File: src/rtl/secday_pkg.sv
`timescale 1ns/1ps
package secday_pkg;
  localparam int ADDR_W = 3;
  localparam int DATA_W = 16;
  localparam int NSRC   = 2;

  localparam logic [ADDR_W-1:0] A_TOD_LO = 3'd0;
  localparam logic [ADDR_W-1:0] A_TOD_HI = 3'd1;
  localparam logic [ADDR_W-1:0] A_DAY    = 3'd2;
  localparam logic [ADDR_W-1:0] A_ALM_LO = 3'd3;
  localparam logic [ADDR_W-1:0] A_ALM_HI = 3'd4;
  localparam logic [ADDR_W-1:0] A_ALM_DAY = 3'd5;
  localparam logic [ADDR_W-1:0] A_MASK   = 3'd6;
  localparam logic [ADDR_W-1:0] A_STAT   = 3'd7;

  typedef struct packed {
    logic todLo;
    logic todHi;
    logic day;
    logic almLo;
    logic almHi;
    logic almDay;
    logic [DATA_W-1:0] wdata;
  } wrStrobe_t;
endpackage

File: src/rtl/secday_dp.sv
`timescale 1ns/1ps
module secday_dp
  import secday_pkg::*;
#(
  parameter int LO_W     = 8,
  parameter int HI_W     = 9,
  parameter int DAY_W    = 15,
  parameter int SECS_DAY = 86400
) (
  input  logic                    clk,
  input  logic                    rstN,
  input  logic                    tickIn,
  input  wrStrobe_t               wr,
  output logic [LO_W+HI_W-1:0]    todQ,
  output logic [DAY_W-1:0]        dayQ,
  output logic [LO_W+HI_W-1:0]    almTodQ,
  output logic [DAY_W-1:0]        almDayQ,
  output logic                    tickEvt,
  output logic                    almHit
);
  localparam int TOD_W = LO_W + HI_W;
  localparam logic [TOD_W-1:0] LAST_SEC = TOD_W'(SECS_DAY - 1);

  logic              clkWr;
  logic              rollover;
  logic [TOD_W-1:0]  todInc;
  logic [DAY_W-1:0]  dayInc;

  assign clkWr    = wr.todLo | wr.todHi | wr.day;
  assign rollover = (todQ >= LAST_SEC);

  always_comb begin
    if (rollover) begin
      todInc = '0;
      dayInc = dayQ + 1'b1;
    end else begin
      todInc = todQ + 1'b1;
      dayInc = dayQ;
    end
  end

  // Clock fields: a write wins over the tick for the whole clock
  always_ff @(posedge clk) begin
    if (!rstN) begin
      todQ <= '0;
      dayQ <= '0;
    end else if (clkWr) begin
      if (wr.todLo) todQ[LO_W-1:0]     <= wr.wdata[LO_W-1:0];
      if (wr.todHi) todQ[TOD_W-1:LO_W] <= wr.wdata[HI_W-1:0];
      if (wr.day)   dayQ               <= wr.wdata[DAY_W-1:0];
    end else if (tickIn) begin
      todQ <= todInc;
      dayQ <= dayInc;
    end
  end

  always_ff @(posedge clk) begin
    if (!rstN) begin
      almTodQ <= '0;
      almDayQ <= '0;
    end else begin
      if (wr.almLo)  almTodQ[LO_W-1:0]     <= wr.wdata[LO_W-1:0];
      if (wr.almHi)  almTodQ[TOD_W-1:LO_W] <= wr.wdata[HI_W-1:0];
      if (wr.almDay) almDayQ               <= wr.wdata[DAY_W-1:0];
    end
  end

  assign tickEvt = tickIn;
  assign almHit  = tickIn && !clkWr && (todInc == almTodQ) && (dayInc == almDayQ);

  // end-of-day tick returns seconds to zero and bumps day
  a_r1_rollover: assert property (@(posedge clk) disable iff (!rstN)
    (tickIn && !clkWr && todQ == LAST_SEC) |=>
      (todQ == '0 && dayQ == DAY_W'($past(dayQ) + 1'b1)));

  // an ordinary tick moves seconds by one and leaves day alone
  a_r8_lockstep: assert property (@(posedge clk) disable iff (!rstN)
    (tickIn && !clkWr && todQ < LAST_SEC) |=>
      (todQ == TOD_W'($past(todQ) + 1'b1) && dayQ == $past(dayQ)));

  // without tick or write the clock holds
  a_r7_hold: assert property (@(posedge clk) disable iff (!rstN)
    (!tickIn && !clkWr) |=> ($stable(todQ) && $stable(dayQ)));

  // low-byte write is stored even with a tick present
  a_r10_write_wins: assert property (@(posedge clk) disable iff (!rstN)
    wr.todLo |=> (todQ[LO_W-1:0] == $past(wr.wdata[LO_W-1:0])));
endmodule

File: src/rtl/secday_ctrl.sv
`timescale 1ns/1ps
module secday_ctrl
  import secday_pkg::*;
#(
  parameter int LO_W  = 8,
  parameter int HI_W  = 9,
  parameter int DAY_W = 15
) (
  input  logic                  clk,
  input  logic                  rstN,
  input  logic [ADDR_W-1:0]     busAddr,
  input  logic                  busWe,
  input  logic [DATA_W-1:0]     busWdata,
  output logic [DATA_W-1:0]     busRdata,
  output logic                  irqOut,
  input  logic [LO_W+HI_W-1:0]  todQ,
  input  logic [DAY_W-1:0]      dayQ,
  input  logic [LO_W+HI_W-1:0]  almTodQ,
  input  logic [DAY_W-1:0]      almDayQ,
  input  logic                  tickEvt,
  input  logic                  almHit,
  output wrStrobe_t             wr
);
  localparam int TOD_W = LO_W + HI_W;

  logic [NSRC-1:0] maskQ;
  logic [NSRC-1:0] statQ;
  logic [NSRC-1:0] evt;
  logic [NSRC-1:0] clr;

  always_comb begin
    wr        = '0;
    wr.wdata  = busWdata;
    wr.todLo  = busWe && (busAddr == A_TOD_LO);
    wr.todHi  = busWe && (busAddr == A_TOD_HI);
    wr.day    = busWe && (busAddr == A_DAY);
    wr.almLo  = busWe && (busAddr == A_ALM_LO);
    wr.almHi  = busWe && (busAddr == A_ALM_HI);
    wr.almDay = busWe && (busAddr == A_ALM_DAY);
  end

  assign evt = {almHit, tickEvt};
  assign clr = (busWe && busAddr == A_STAT) ? busWdata[NSRC-1:0] : '0;

  always_ff @(posedge clk) begin
    if (!rstN) begin
      maskQ <= '0;
      statQ <= '0;
    end else begin
      if (busWe && busAddr == A_MASK) maskQ <= busWdata[NSRC-1:0];
      statQ <= (statQ & ~clr) | evt;
    end
  end

  assign irqOut = |(statQ & maskQ);

  always_comb begin
    case (busAddr)
      A_TOD_LO:  busRdata = DATA_W'(todQ[LO_W-1:0]);
      A_TOD_HI:  busRdata = DATA_W'(todQ[TOD_W-1:LO_W]);
      A_DAY:     busRdata = DATA_W'(dayQ);
      A_ALM_LO:  busRdata = DATA_W'(almTodQ[LO_W-1:0]);
      A_ALM_HI:  busRdata = DATA_W'(almTodQ[TOD_W-1:LO_W]);
      A_ALM_DAY: busRdata = DATA_W'(almDayQ);
      A_MASK:    busRdata = DATA_W'(maskQ);
      default:   busRdata = DATA_W'(statQ);
    endcase
  end

  // a tick always leaves update status set
  a_r5_update_set: assert property (@(posedge clk) disable iff (!rstN)
    tickEvt |=> statQ[0]);

  // alarm events come only with a tick
  a_r6_tick_only: assert property (@(posedge clk) disable iff (!rstN)
    almHit |-> tickEvt);

  // alarm status cannot rise without an alarm event
  a_r6_no_rise: assert property (@(posedge clk) disable iff (!rstN)
    (!statQ[1] && !almHit) |=> !statQ[1]);

  // status is sticky until a one is written to it
  a_r9_sticky: assert property (@(posedge clk) disable iff (!rstN)
    (statQ[0] && !clr[0]) |=> statQ[0]);
endmodule

File: src/rtl/secday_rtc.sv
`timescale 1ns/1ps
module secday_rtc
  import secday_pkg::*;
#(
  parameter int LO_W     = 8,
  parameter int HI_W     = 9,
  parameter int DAY_W    = 15,
  parameter int SECS_DAY = 86400
) (
  input  logic         clk,
  input  logic         rstN,
  input  logic         tickIn,
  input  logic [2:0]   busAddr,
  input  logic         busWe,
  input  logic [15:0]  busWdata,
  output logic [15:0]  busRdata,
  output logic         irqOut
);
  localparam int TOD_W = LO_W + HI_W;

  wrStrobe_t          wr;
  logic [TOD_W-1:0]   todQ;
  logic [DAY_W-1:0]   dayQ;
  logic [TOD_W-1:0]   almTodQ;
  logic [DAY_W-1:0]   almDayQ;
  logic               tickEvt;
  logic               almHit;

  secday_ctrl #(.LO_W(LO_W), .HI_W(HI_W), .DAY_W(DAY_W)) uCtrl (
    .clk(clk), .rstN(rstN), .busAddr(busAddr), .busWe(busWe),
    .busWdata(busWdata), .busRdata(busRdata), .irqOut(irqOut),
    .todQ(todQ), .dayQ(dayQ), .almTodQ(almTodQ), .almDayQ(almDayQ),
    .tickEvt(tickEvt), .almHit(almHit), .wr(wr)
  );

  secday_dp #(.LO_W(LO_W), .HI_W(HI_W), .DAY_W(DAY_W), .SECS_DAY(SECS_DAY)) uDp (
    .clk(clk), .rstN(rstN), .tickIn(tickIn), .wr(wr),
    .todQ(todQ), .dayQ(dayQ), .almTodQ(almTodQ), .almDayQ(almDayQ),
    .tickEvt(tickEvt), .almHit(almHit)
  );
endmodule

File: config.mk
export PLATFORM = sky130hd
export DESIGN_NAME = secday_rtc
export DESIGN_NICKNAME = d
export VERILOG_FILES = /design/src/rtl/secday_pkg.sv /design/src/rtl/secday_dp.sv /design/src/rtl/secday_ctrl.sv /design/src/rtl/secday_rtc.sv
export SDC_FILE = /design/constraint.sdc
export NUM_CORES = 1
export LEC_CHECK = 0
export BUFFER_PORTS_ARGS = -buffer_cell sky130_fd_sc_hd__buf_2
export CORE_MARGIN = 10
export CORE_UTILIZATION = 66
export DETAILED_ROUTE_END_ITERATION = 7
export HOLD_SLACK_MARGIN = 0.03
export PLACE_DENSITY_LB_ADDON = 0.15
export SYNTH_ARGS = -nofsm -noshare
export SYNTH_HDL_FRONTEND = slang
export SYNTH_SLANG_ARGS = --single-unit
File: constraint.sdc
create_clock -name clk -period 5.9 [get_ports clk]
set_input_delay 0 -clock clk [delete_from_list [all_inputs] [get_ports clk]]
set_output_delay 0 -clock clk [all_outputs]
set_load 0.01 [all_outputs]
==> impl_summary.md, run 1 <==
Floorplanning
For this configuration, the core starts out at a cell density of 0.6783. The region available for standard cell placement spans 0.007253 mm2. Row generation in the floorplan step produced 31 rows.

The floorplan step set the die width to 106.3 um. The vertical die dimension is 106.3 um. The floorplan step defined a die boundary enclosing 0.01131 mm2.

During I/O placement, the number of pins put on the boundary was 40.

STA
The count of final max-slew check failures came to 0. The part of the cycle the worst path needs is 0.5572. Static timing analysis puts the maximum clock frequency at 304.2 MHz. The setup violation total in the final timing report is 0.

The count of final hold-check violations is 0. The shortest period the worst path allows is 3.287 ns. The setup total negative slack is 0 ns. The worst max-slew margin expressed relative to the limit is 0.1837. The clock arrives with 0.01353 ns of skew. At the pin with the least slew margin, the transition time is 1.222 ns. Setup repair after global routing left no endpoint under its margin.

Route
In the routed design, unresolved DRC markers number 1. The detailed router finished its first iteration with 732 violations. The number of antenna-violating nets in the routed design is 0. The per-cell routed wire length is 21.93 um. The final layout contains routed wiring with a total length of 17300 um. The first TritonRoute pass finished after 8 iterations. The overall via count from detail_route is 5347. After detailed routing, the number of vias per cell comes to 6.777.

Finish
In the final layout, the share of cells above drive strength 1 is 0.1043. Summing all multi-input logic gate instances after layout gives 0.003296 mm2. After the flow finishes, the layout carries non-filler instances totaling 789. The repair_antennas step left the layout with diodes totalling 0. From synthesis to final layout, the design area changed by 10.68%.

The post-layout net count is 710. With fillers left out, the area of the finished cells amounts to 0.005445 mm2. The number of inserted filler cells in the final layout is 557. Across the whole layout, storage elements account for 0.001361 mm2.

CTS
Clock-pin slew was measured on the worst setup and hold paths at 0.09 ns. The clock tree from TritonCTS is yes. The clock insertion delay at the later pin of the skew report is 0.36 ns. The clock buffer count from CTS is 9. The maximum level of the CTS H-tree is 3.

The tree built by TritonCTS fans out to 68 sinks. Counting along the longest clock path gives a buffer depth of 2. The count of instances resized after the clock tree is built is 0. CTS placed an instance of sky130_fd_sc_hd__clkbuf_8 at the clock tree root.

Setup path
Walking the worst path, the cells encountered are ha_1, a21oi_1, o31a_2, a2bb2oi_4, nand2_1, o41ai_1, a22oi_1, nor2b_1. The cell with the largest stage delay on the worst path is sky130_fd_sc_hd__nand2_1. Counting both buffers and inverters, the worst setup path holds a total of 0. The sort of element at the start of the critical path is a flip-flop.

STA puts the critical path data arrival time at 3.57 ns. The category of the most critical setup path is reg -> reg. The maximum cell stage delay along the critical path is 0.60 ns. The worst setup path is captured at a flip-flop. For the worst flop-to-flop path, the logic depth is 8. In this run the number of cells on the critical path is 8.

The worst path required time is 6.18 ns. Among cell families on the critical path, the largest total delay comes from compound AO/OA/AOI/OAI gates. In this run the worst path has a maximum fanout of 21.

Synth
The combined area of all synthesized cells is 0.004920 mm2. Each instance of the synthesized netlist takes up on average 7.365 um2. The register bit total from synthesis is 68. Sorting the synthesized cells by how often they occur yields sky130_fd_sc_hd__nand2_1 (114), sky130_fd_sc_hd__dfxtp_1 (68), sky130_fd_sc_hd__nor2_1 (49).

In this run, distinct cell masters in the synthesized netlist total 66. Of the post-synthesis cell area, the dominant cell type holds 0.2767. In the synthesized netlist the async set-or-reset flop fraction comes to 0. The sequential-to-total area share from yosys stat is 0.2767. Yosys mapped a number of flops with a built-in enable equal to 0. By area the synthesized netlist is led by sky130_fd_sc_hd__dfxtp_1 (28%), sky130_fd_sc_hd__nand2_1 (8.7%), sky130_fd_sc_hd__a21boi_0 (5.5%). The most frequent cell after synthesis is sky130_fd_sc_hd__nand2_1. The number of warnings printed during yosys synthesis is 0. The net count after synthesis is 693. The cell count after synthesis came out at 668. The synthesized design spends more area on one cell type than any other, namely sky130_fd_sc_hd__dfxtp_1.

The predominant post-synthesis flop cell is sky130_fd_sc_hd__dfxtp_1.

Placed design
Summed over all nets, the half-perimeter wirelength after detailed placement is 12140 um. At the end of routability-driven placement, the weighted congestion stood at 1.010. The number of placed instances, taps included, is 757. Once placement finished, the instance area stood at 0.005045 mm2. The count of buffers inserted at the top-level ports is 37.

Power
The worst voltage drop across the vdd grid is 0.1996 mV. Of the total power, the share spent switching nets is 0.2970. The power density over cell area is 219.3 mW/mm2. The total net switching power is 0.3547 mW. The static leakage is 1.927 nW. The overall power of the completed layout is 1.194 mW. The share of power burned in the clock network is 0.403. The share of total power dissipated in sequential elements is 0.425. Of the total power, combinational logic draws 0.172. Internal power comes to 0.8393 mW.

Global route
The overall overflow remaining after global route is 0. The global-route wire length before repair is 27370 um. The maximum number of pins on one net before global-route repair is 69. The number of global-route vias before repair is 5035.

Across every metal layer, demand over resource in global routing totals 0.3026. The initial antenna violation count is 0.

Min path
The min-delay analysis places its worst path in the category in -> reg. The worst hold path passes through 6 cells.

Status
The flow ran to the end, but the final reports show violations. The final reports fail on DRC.

Flow run
The tool flagged a number of max-cap violations equal to 0.
## state kept, by name, indices dropped and copies added (netlist names)
register     cells
uDp.dayQ        15
uDp.todQ        17
uDp.almDayQ     15
uDp.almTodQ     17
uCtrl.maskQ      2
uCtrl.statQ      2
## cell usage in the layout (no fill, tap or decap), types with 3 or more instances in the layout
cell type	n
sky130_fd_sc_hd__nor4_1	4
sky130_fd_sc_hd__mux2_2	3
sky130_fd_sc_hd__inv_1	11
sky130_fd_sc_hd__nor2b_1	26
sky130_fd_sc_hd__or3_1	5
sky130_fd_sc_hd__a22oi_1	24
sky130_fd_sc_hd__a22o_1	7
sky130_fd_sc_hd__nand2_1	114
sky130_fd_sc_hd__nor3_1	12
sky130_fd_sc_hd__xnor2_1	29
sky130_fd_sc_hd__a21boi_0	36
sky130_fd_sc_hd__o22ai_1	9
sky130_fd_sc_hd__a21oi_1	37
sky130_fd_sc_hd__nand2b_1	6
sky130_fd_sc_hd__o21ai_0	36
sky130_fd_sc_hd__buf_2	37
sky130_fd_sc_hd__bufinv_16	3
sky130_fd_sc_hd__and3_1	5
sky130_fd_sc_hd__nor2_1	49
sky130_fd_sc_hd__clkbuf_8	9
sky130_fd_sc_hd__mux2i_1	13
sky130_fd_sc_hd__nand4_1	9
sky130_fd_sc_hd__a31oi_1	7
sky130_fd_sc_hd__o31ai_1	9
sky130_fd_sc_hd__nand3_1	16
sky130_fd_sc_hd__dfxtp_1	68
sky130_fd_sc_hd__and2_1	4
sky130_fd_sc_hd__nor3_2	3
sky130_fd_sc_hd__o221ai_1	3
sky130_fd_sc_hd__o21a_1	5
sky130_fd_sc_hd__buf_4	5
sky130_fd_sc_hd__xor2_1	17
sky130_fd_sc_hd__dlygate4sd3_1	16
sky130_fd_sc_hd__o41ai_1	6
## cell families after synthesis
logic type                 share of synthesized area
xor gates and xnor gates                     0.08189
other                                      0.0007622
DFF                                           0.2767
adders and majority gates                   0.005086
and+or+nand+nor                               0.2528
AOI/OAI and AO/OA                             0.2953
buffers and inverters                        0.05417
muxes                                        0.03331
## power by group through the flow
stage	Sequential (mW)	Combinational (mW)	Clock [mW]
6_report	0.507	0.205	0.482
5_1_grt	0.509	0.221	0.499
4_1_cts	0.505	0.198	0.479
3_5_place_dp	0.515	0.188	0
3_3_place_gp	0.515	0.183	0
2_1_floorplan	0.498	0.146	0
## area by class of cell
| type | instances | share of cell area |
|---|---|---|
| clock buffer | 10 | 0.02344 |
| clock inverter | 6 | 0.02068 |
| multi-input combinational | 537 | 0.6052 |
| inverter | 11 | 0.007583 |
| sequential | 68 | 0.2500 |
| timing repair buffer | 58 | 0.07031 |
| tap | 99 | 0.02275 |
## path summary, 6_finish.rpt
check | end | slack, ns | from
min | uCtrl.statQ[0] | 0.16 | busWe
max reg2reg | uDp.todQ[11] | 2.61 | uDp.todQ[0]
min reg2reg | uDp.almTodQ[15] | 0.52 | uDp.almTodQ[15]
max | uDp.todQ[11] | 2.61 | uDp.todQ[0]
## per-stage QoR
stage / hold slack [ns] / util / setup WS (ns)
global placement: 0.2650 / 0.6955 / 2.818
finish: 0.1595 / 0.7507 / 2.613
detailed placement: 0.2744 / 0.6955 / 2.758
CTS: 0.1369 / 0.7507 / 2.744
floorplan: 0.1385 / - / 3.395
global route: 0.1722 / 0.7507 / 2.493
## worst register-to-register path, delay by kind of cell, from the launching register on
| family | cells | cell delay, ns |
|---|---|---|
| AOI/OAI and AO/OA | 5 | 1.69 |
| adders and majority gates | 1 | 0.33 |
| DFF | 1 | 0.44 |
| and+or+nand+nor | 2 | 0.77 |
## per-layer routing
| metal | wire length [um] | share of wire | GRT usage |
|---|---|---|---|
| met1 | 6443 | 0.37 | 0.3880 |
| met2 | 7792 | 0.45 | 0.4638 |
| met3 | 2303 | 0.13 | 0.07488 |
| met4 | 761 | 0.044 | 0.1480 |
| met5 | 0 | 0 | 0 |
## timing repair
item                                    in CTS  in global routing
endpoints found under the hold margin       34                  0
buffers inserted                             0                  0
endpoints found under the setup margin       0                  0
hold buffers                                16                  0
Power figures use the tool's default switching activity.
==> inputs of run 2 (changes only) <==
--- a/config.mk
+++ b/config.mk
@@ -7,7 +7,7 @@
 export LEC_CHECK = 0
 export BUFFER_PORTS_ARGS = -buffer_cell sky130_fd_sc_hd__buf_2
 export CORE_MARGIN = 10
-export CORE_UTILIZATION = 66
+export CORE_UTILIZATION = 61
 export DETAILED_ROUTE_END_ITERATION = 7
 export HOLD_SLACK_MARGIN = 0.03
 export PLACE_DENSITY_LB_ADDON = 0.15
==> constraint.sdc (replaced) <==
create_clock -name clk -period 3.05 [get_ports clk]
set_input_delay 0 -clock clk [delete_from_list [all_inputs] [get_ports clk]]
set_output_delay 0 -clock clk [all_outputs]
set_load 0.01 [all_outputs]
==> run 2 against run 1 <==
  * The flow now finishes without violations
  * Die area is 6.6% higher
  * Utilization is 2.5 points lower
  * Wire length is 3.9% higher
  * Largest cell class unchanged
==> impl_summary.md, run 2 (same netlist as run 1, synthesis figures left out) <==
Floorplanning
From bottom edge to top edge, the die measures 109.8 um. Pin placement for this block handled 40 I/O pins. The floorplan has 32 rows. The area of the core is 0.007767 mm2. The die covers 0.01206 mm2. The die is 109.8 um wide. The starting density of the core is 0.6334.

Placed design
The count of placed standard cells including taps is 785. Before CTS, the worst setup slack after placement is 0.2959 ns. The count of buffers inserted at the top-level ports is 37. The congestion estimate from routability-driven global placement came to 1.029.

Detailed placement finished with a half-perimeter wire length of 12620 um.

Flow run
Across the run, the number of max-cap violations was 0.

CTS
The maximum level of the CTS H-tree is 3. The root buffer cell chosen for the clock tree is sky130_fd_sc_hd__clkbuf_8. For the worst-skew pair, the clock arrives at the later sink with an insertion delay of 0.36 ns. The number of buffers on the longest clock path is 2.

Post-CTS repair changed the size of 0 cells. In this run, CTS created clock tree buffers numbering 9. The clock input transition at the sequential cells of the worst setup and hold paths is 0.08 ns. The tree built by TritonCTS fans out to 68 sinks. The clock tree from TritonCTS is yes.

Global route
The first global-routing pass estimated 28100 um of wire. The number of global-route vias before repair is 5198. After global routing the overflow that remains totals 0. In the global route stage, overall resource usage came out at 0.3011. The maximum number of pins on one net before global-route repair is 69. The initial antenna violation count is 0.

Power
Power spread over the standard cell area amounts to 414.9 mW/mm2. The static leakage is 2.051 nW. Across the VDD grid, the largest voltage drop is 0.4055 mV.

Route
The highest signal layer in the routed design is met4. The via-per-instance ratio is 6.693. The overall via count from detail_route is 5468.

For this block, the initial DRC count from the detailed router was 624. After detailed routing, the met2 layer carries 7985 um of wire. The per-cell routed wire length is 22.01 um.

The routed metal-1 wire length is 6863 um. For this run, design rule violations remaining after detail routing come to 0. After detailed routing, the met3 layer carries 2239 um of wire. The count of TritonRoute iterations in the first routing pass is 6.

The total wire length after detailed routing is 17980 um. The detail route stage leaves a number of antenna-violating nets equal to 0.

STA
The fmax is 350.6 MHz. Setup violations remaining at the end of the flow were counted as 0. The worst path in the final design needs a cycle of 2.852 ns, including I/O delays and setup. The smallest setup slack after layout is 0.1978 ns.

The final setup skew is 0.01295 ns. Headroom to the max-slew limit came out at 0.5212. Dividing the final minimum period by the clock period gives 0.9351. The count of final max-slew check failures was 0. Setup total negative slack on the finished layout was measured at 0 ns. The count of final hold-check violations is 0. For the pin with the worst max-slew slack, the measured transition is 0.7162 ns. Setup repair after global routing left no endpoint under its margin.

Finish
Of the cells placed in the final design, the portion with a size suffix greater than 1 is 0.1357. The repair_antennas step left the layout with diodes totalling 0. At the end of the flow, the number of nets in the layout was 735. In the final layout, the registers with the most flip-flops are uDp.almTodQ x17, uDp.todQ x17. The library cells used most frequently in the layout, excluding fill and tap cells, are sky130_fd_sc_hd__nand2_1 (114), sky130_fd_sc_hd__dfxtp_1 (68), sky130_fd_sc_hd__nor2_1 (49). The post-synthesis to final-layout area growth is 14.57%. The filler cells instantiated in the layout total 625. The sequential standard cell area is 0.001361 mm2. Leaving out fill and tap cells, the most frequent cell in the layout is sky130_fd_sc_hd__nand2_1. Once layout is complete, the cells apart from fillers number 817. The total area of multi-input combinational cells is 0.003296 mm2.

Setup path
The sort of element at the start of the critical path is a flip-flop. Along the worst path, the maximum fanout reaches 11. The category of the most critical setup path is reg -> reg. The signal arrival time at the worst endpoint is 3.13 ns. Data on the critical path is required at its endpoint by 3.32 ns. STA classifies the critical path endpoint as a flip-flop.

The worst setup slack for register-to-register paths is 0.20 ns.

Min path
The worst hold path class is in -> reg.

Status
The run finished with clean final reports.
==> run 2: changes by cell type in the layout (fill, tap and decap cells not counted), sizes merged <==
cell	before	now
buf	42	67
==> run 2: repair_timing <==
action                                 CTS  global route
endpoints found under the hold margin   34             0
setup buffers                            0             0
setup endpoints to repair                0             0
hold buffers                            16             0
==> run 2: routing by layer <==
layer,up-vias,track usage
met5,-,0
met4,0,0.1645
met3,73,0.09304
met2,403,0.4610
met1,2530,0.3692
li1,2462,-
==> run 2: final timing paths <==
check	start	to	cells past startpoint
worst max register to register	uDp.todQ[1]	uCtrl.statQ[1]	10
worst min-delay path	busWe	uCtrl.statQ[0]	6
worst max-delay path	uDp.todQ[1]	uCtrl.statQ[1]	10
worst min register to register	uDp.almDayQ[10]	uDp.almDayQ[10]	2
==> run 2: where the power goes <==
group          total, mW  internal [mW]  switching, mW  leakage (nW)
registers          0.970          0.918         0.0520         0.553
logic              0.432          0.176          0.256          1.38
clock network      0.936          0.545          0.391         0.120
total               2.34           1.64          0.699          2.05
==> run 2: final cells by class <==
class | instances | area share
clock buffer | 10 | 0.02264
multi-input combinational | 537 | 0.5847
tap | 102 | 0.02264
inverter | 11 | 0.007325
sequential | 68 | 0.2415
timing repair buffer | 83 | 0.1012
clock inverter | 6 | 0.01998
==> run 2: through the flow <==
stage	power (mW)	util	instance area [um2]	hold slack, ns
floorplan	1.245	-	4920	0.1385
global placement	1.376	0.6741	5236	0.2658
detailed placement	1.383	0.6741	5236	0.2750
CTS	2.308	0.7257	5637	0.1213
global route	2.402	0.7257	5637	0.1742
finish	2.338	0.7257	5637	0.1328
==> run 2: critical path, cell delays in order, from the launching register on <==
cell	delay (ns)
sky130_fd_sc_hd__dfxtp_1	0.44
sky130_fd_sc_hd__ha_1	0.21
sky130_fd_sc_hd__a21oi_1	0.07
sky130_fd_sc_hd__o31a_2	0.39
sky130_fd_sc_hd__a2bb2oi_4	0.25
sky130_fd_sc_hd__buf_4	0.22
sky130_fd_sc_hd__nor4_2	0.41
sky130_fd_sc_hd__xnor2_1	0.18
sky130_fd_sc_hd__o21ai_0	0.10
sky130_fd_sc_hd__or3_1	0.32
sky130_fd_sc_hd__o31ai_1	0.18
==> inputs of run 3 (changes only) <==
==> constraint.sdc (replaced) <==
create_clock -name clk -period 3.05 [get_ports clk]
set_input_delay 0.61 -clock clk [delete_from_list [all_inputs] [get_ports clk]]
set_output_delay 0.61 -clock clk [all_outputs]
set_load 0.01 [all_outputs]
==> run 3 against run 2 <==
  * Wire length down 4.7%
  * Largest cell class unchanged
  * Register-to-register slack better by 0.03 ns
  * Setup slack improved by 0.029 ns
  * Final cell count down 1.5%
  * Via count is 2.7% lower
  * Critical endpoint unchanged
  * Clock power shrank 24%
  * Die area did not move
==> impl_summary.md, run 3 (same netlist as run 1, synthesis figures left out) <==
CTS
The clock net in this run drives a total of 68 sinks. The tree is rooted in a sky130_fd_sc_hd__clkbuf_8. The clock insertion delay at the later pin of the skew report is 0.36 ns.

TritonCTS built the clock tree. The number of buffers inserted to repair setup after CTS is 0. The H-tree was split into 3 levels. The clock buffer count from CTS is 9. Clock-pin slew was measured on the worst setup and hold paths at 0.08 ns.

In this run, post-CTS repair resized a total of 0 instances. The clock passes through at most 2 buffers. The number of buffers added to fix hold violations after cts is 0.

Placed design
The total half-perimeter wirelength after legalization and detailed placement is 12640 um. The count of buffers inserted at the top-level ports is 37. The total cell area at the placement stage is 0.005266 mm2. The weighted congestion reported at the end of routability-driven placement is 1.021. After detailed placement, the design holds a cell count of 789.

Floorplanning
The die outline area is 0.01206 mm2. The core region is 0.007767 mm2. The vertical die dimension is 109.8 um. 40 I/O pins were placed. The number of rows created at floorplan is 32. The initial utilization of the core area, before any placement, comes to 0.6334.

In this run the horizontal extent of the chip is 109.8 um.

Finish
The count of cells in the finished layout, fillers not included, comes to 805. In the layout the commonest cells are sky130_fd_sc_hd__nand2_1 (114), sky130_fd_sc_hd__dfxtp_1 (68), sky130_fd_sc_hd__nor2_1 (49). Once layout is complete, the utilization of the core stands at 0.7010.

The final design area excluding fillers is 0.005445 mm2. The sequential standard cell area is 0.001361 mm2. The largest registers in the layout are uDp.almTodQ x17, uDp.todQ x17.

The net count of the finished layout is 723. The total area of multi-input combinational cells is 0.003296 mm2. The layout has 677 filler cells.

Leaving out fill and tap cells, the most frequent cell in the layout is sky130_fd_sc_hd__nand2_1. Compared with the post-synthesis result, the final layout area differs by 10.68%. The share of cells above drive strength 1 is 0.1439.

STA
Setup repair after global routing left no endpoint under its margin. The count of final hold-check violations is 0. The worst pin sits at a relative slew slack of 0.5366. The transition time at the pin with the least slew margin is 0.6888 ns. The count of final max-slew check failures is 0. The setup violation total in the final timing report is 0. The fmax is 354.2 MHz. The setup total negative slack is 0 ns. The part of the cycle the worst path needs is 0.9257. The shortest period the worst path allows is 2.823 ns. Between clock sinks in the finished design, the worst skew comes to 0.01769 ns.

Global route
The number of global-route vias before repair was 4926. Entering global routing, the biggest net connects 69 pins. The initial antenna violation count is 0. The overall global routing resource usage is 0.2858. After global routing the overflow that remains totals 0. The global-route wire length before repair is 26720 um.

Setup path
The number of cells on the worst reg-to-reg path is 8. STA classifies the critical path startpoint as a flip-flop. The most critical setup path has its endpoint at uCtrl.statQ[1]. The category of the most critical setup path is reg -> reg. The startpoint identified for the worst register-to-register timing path is uDp.todQ[9]. Along the worst path, the maximum fanout reaches 8. For the worst setup path, the data required time is 3.32 ns. The worst setup path is captured at a flip-flop.

In this run the worst setup path begins at uDp.todQ[9]. The worst setup slack for register-to-register paths is 0.23 ns. The worst register-to-register path ends at uCtrl.statQ[1].

Data arrives at the worst endpoint at 3.09 ns.

Route
The per-cell routed wire length is 21.29 um. The total wire length after detailed routing is 17140 um. The residual DRC count is 0. The overall via count from detail_route is 5320. For this block, the initial DRC count from the detailed router was 482. Before antenna repair, the detailed router went through 7 iterations. After detailed routing, the number of vias per cell comes to 6.609. The number of antenna-violating nets in the routed design is 0.

Power
In this run the power spent charging and discharging nets is 0.6781 mW. The overall power of the completed layout is 2.097 mW. The switching share of power is 0.3234. The combinational group share of total power is 0.197. The portion of total power attributed to sequential cells is 0.463. The share of power burned in the clock network is 0.340. The power density over cell area is 385.1 mW/mm2. The static leakage is 1.972 nW. Cell internal power was estimated by the tool at 1.419 mW. The worst voltage drop across the vdd grid is 0.2880 mV.

Min path
The worst hold path class is reg -> reg.

Status
The run finished with clean final reports.

Flow run
The max-capacitance violation count is 0.
## run 3: cell types whose count changed in the layout (fill, tap and decap cells not counted)
cell / before / now
sky130_fd_sc_hd__dlygate4sd3_1: 16 / 0
sky130_fd_sc_hd__buf_4: 30 / 34
sky130_fd_sc_hd__bufinv_16: 3 / 0
sky130_fd_sc_hd__clkbuf_8: 9 / 11
sky130_fd_sc_hd__clkinv_4: 2 / 0
sky130_fd_sc_hd__clkinvlp_4: 0 / 2
sky130_fd_sc_hd__clkbuf_1: 1 / 0
sky130_fd_sc_hd__clkinv_2: 1 / 2
sky130_fd_sc_hd__diode_2: 0 / 1
## run 3: cell type report
cell class	instances	share of cell area
Sequential cell	68	0.2500
Clock inverter	4	0.004596
Antenna cell	1	0.0004596
Timing Repair Buffer	71	0.08088
Inverter	11	0.007583
Tap cell	102	0.02344
Multi-Input combinational cell	537	0.6052
Clock buffer	11	0.02780
## run 3: layer usage
layer,vias up,GRT usage,share of wire
met3,67,0.09538,0.11
met4,0,0.1468,0.056
met1,2488,0.3672,0.40
met5,-,0,0
li1,2438,-,-
met2,327,0.4162,0.43
## run 3: how the worst min path moves through the flow
stage,depth (start not counted),end,slack [ns],start
global placement,2,uDp.almDayQ[10],0.48,uDp.almDayQ[10]
CTS,2,uDp.almDayQ[13],0.50,uDp.almDayQ[13]
detailed placement,2,uDp.almDayQ[13],0.49,uDp.almDayQ[13]
floorplan,2,uCtrl.statQ[1],0.46,uCtrl.statQ[1]
global route,2,uDp.almDayQ[12],0.52,uDp.almDayQ[12]
finish,2,uDp.almDayQ[9],0.50,uDp.almDayQ[9]
## run 3: critical path, stage by stage, from the launching register on
cell and delay [ns]:
sky130_fd_sc_hd__dfxtp_1 0.65, sky130_fd_sc_hd__nand4_1 0.28, sky130_fd_sc_hd__or3_1 0.47, sky130_fd_sc_hd__nor3_1 0.35
sky130_fd_sc_hd__xnor2_1 0.20, sky130_fd_sc_hd__a22oi_1 0.12, sky130_fd_sc_hd__nor4_1 0.26, sky130_fd_sc_hd__nand4_1 0.15
sky130_fd_sc_hd__o31ai_1 0.24
## run 3: power by group through the flow
| stage | logic, mW | registers [mW] | clock network, mW |
|---|---|---|---|
| CTS | 0.402 | 0.968 | 0.704 |
| finish | 0.413 | 0.971 | 0.713 |
| floorplan | 0.282 | 0.964 | 0 |
| detailed placement | 0.400 | 0.989 | 0 |
| global route | 0.445 | 0.975 | 0.743 |
| global placement | 0.392 | 0.988 | 0 |
## run 3: per-stage QoR
step                      worst slack [ns]  hold WS, ns
after global routing               0.04473       0.5206
after floorplan                     0.5262       0.4582
after detailed placement            0.3336       0.4932
final                               0.2267       0.5027
after global placement              0.4069       0.4796
after CTS                           0.2637       0.5043
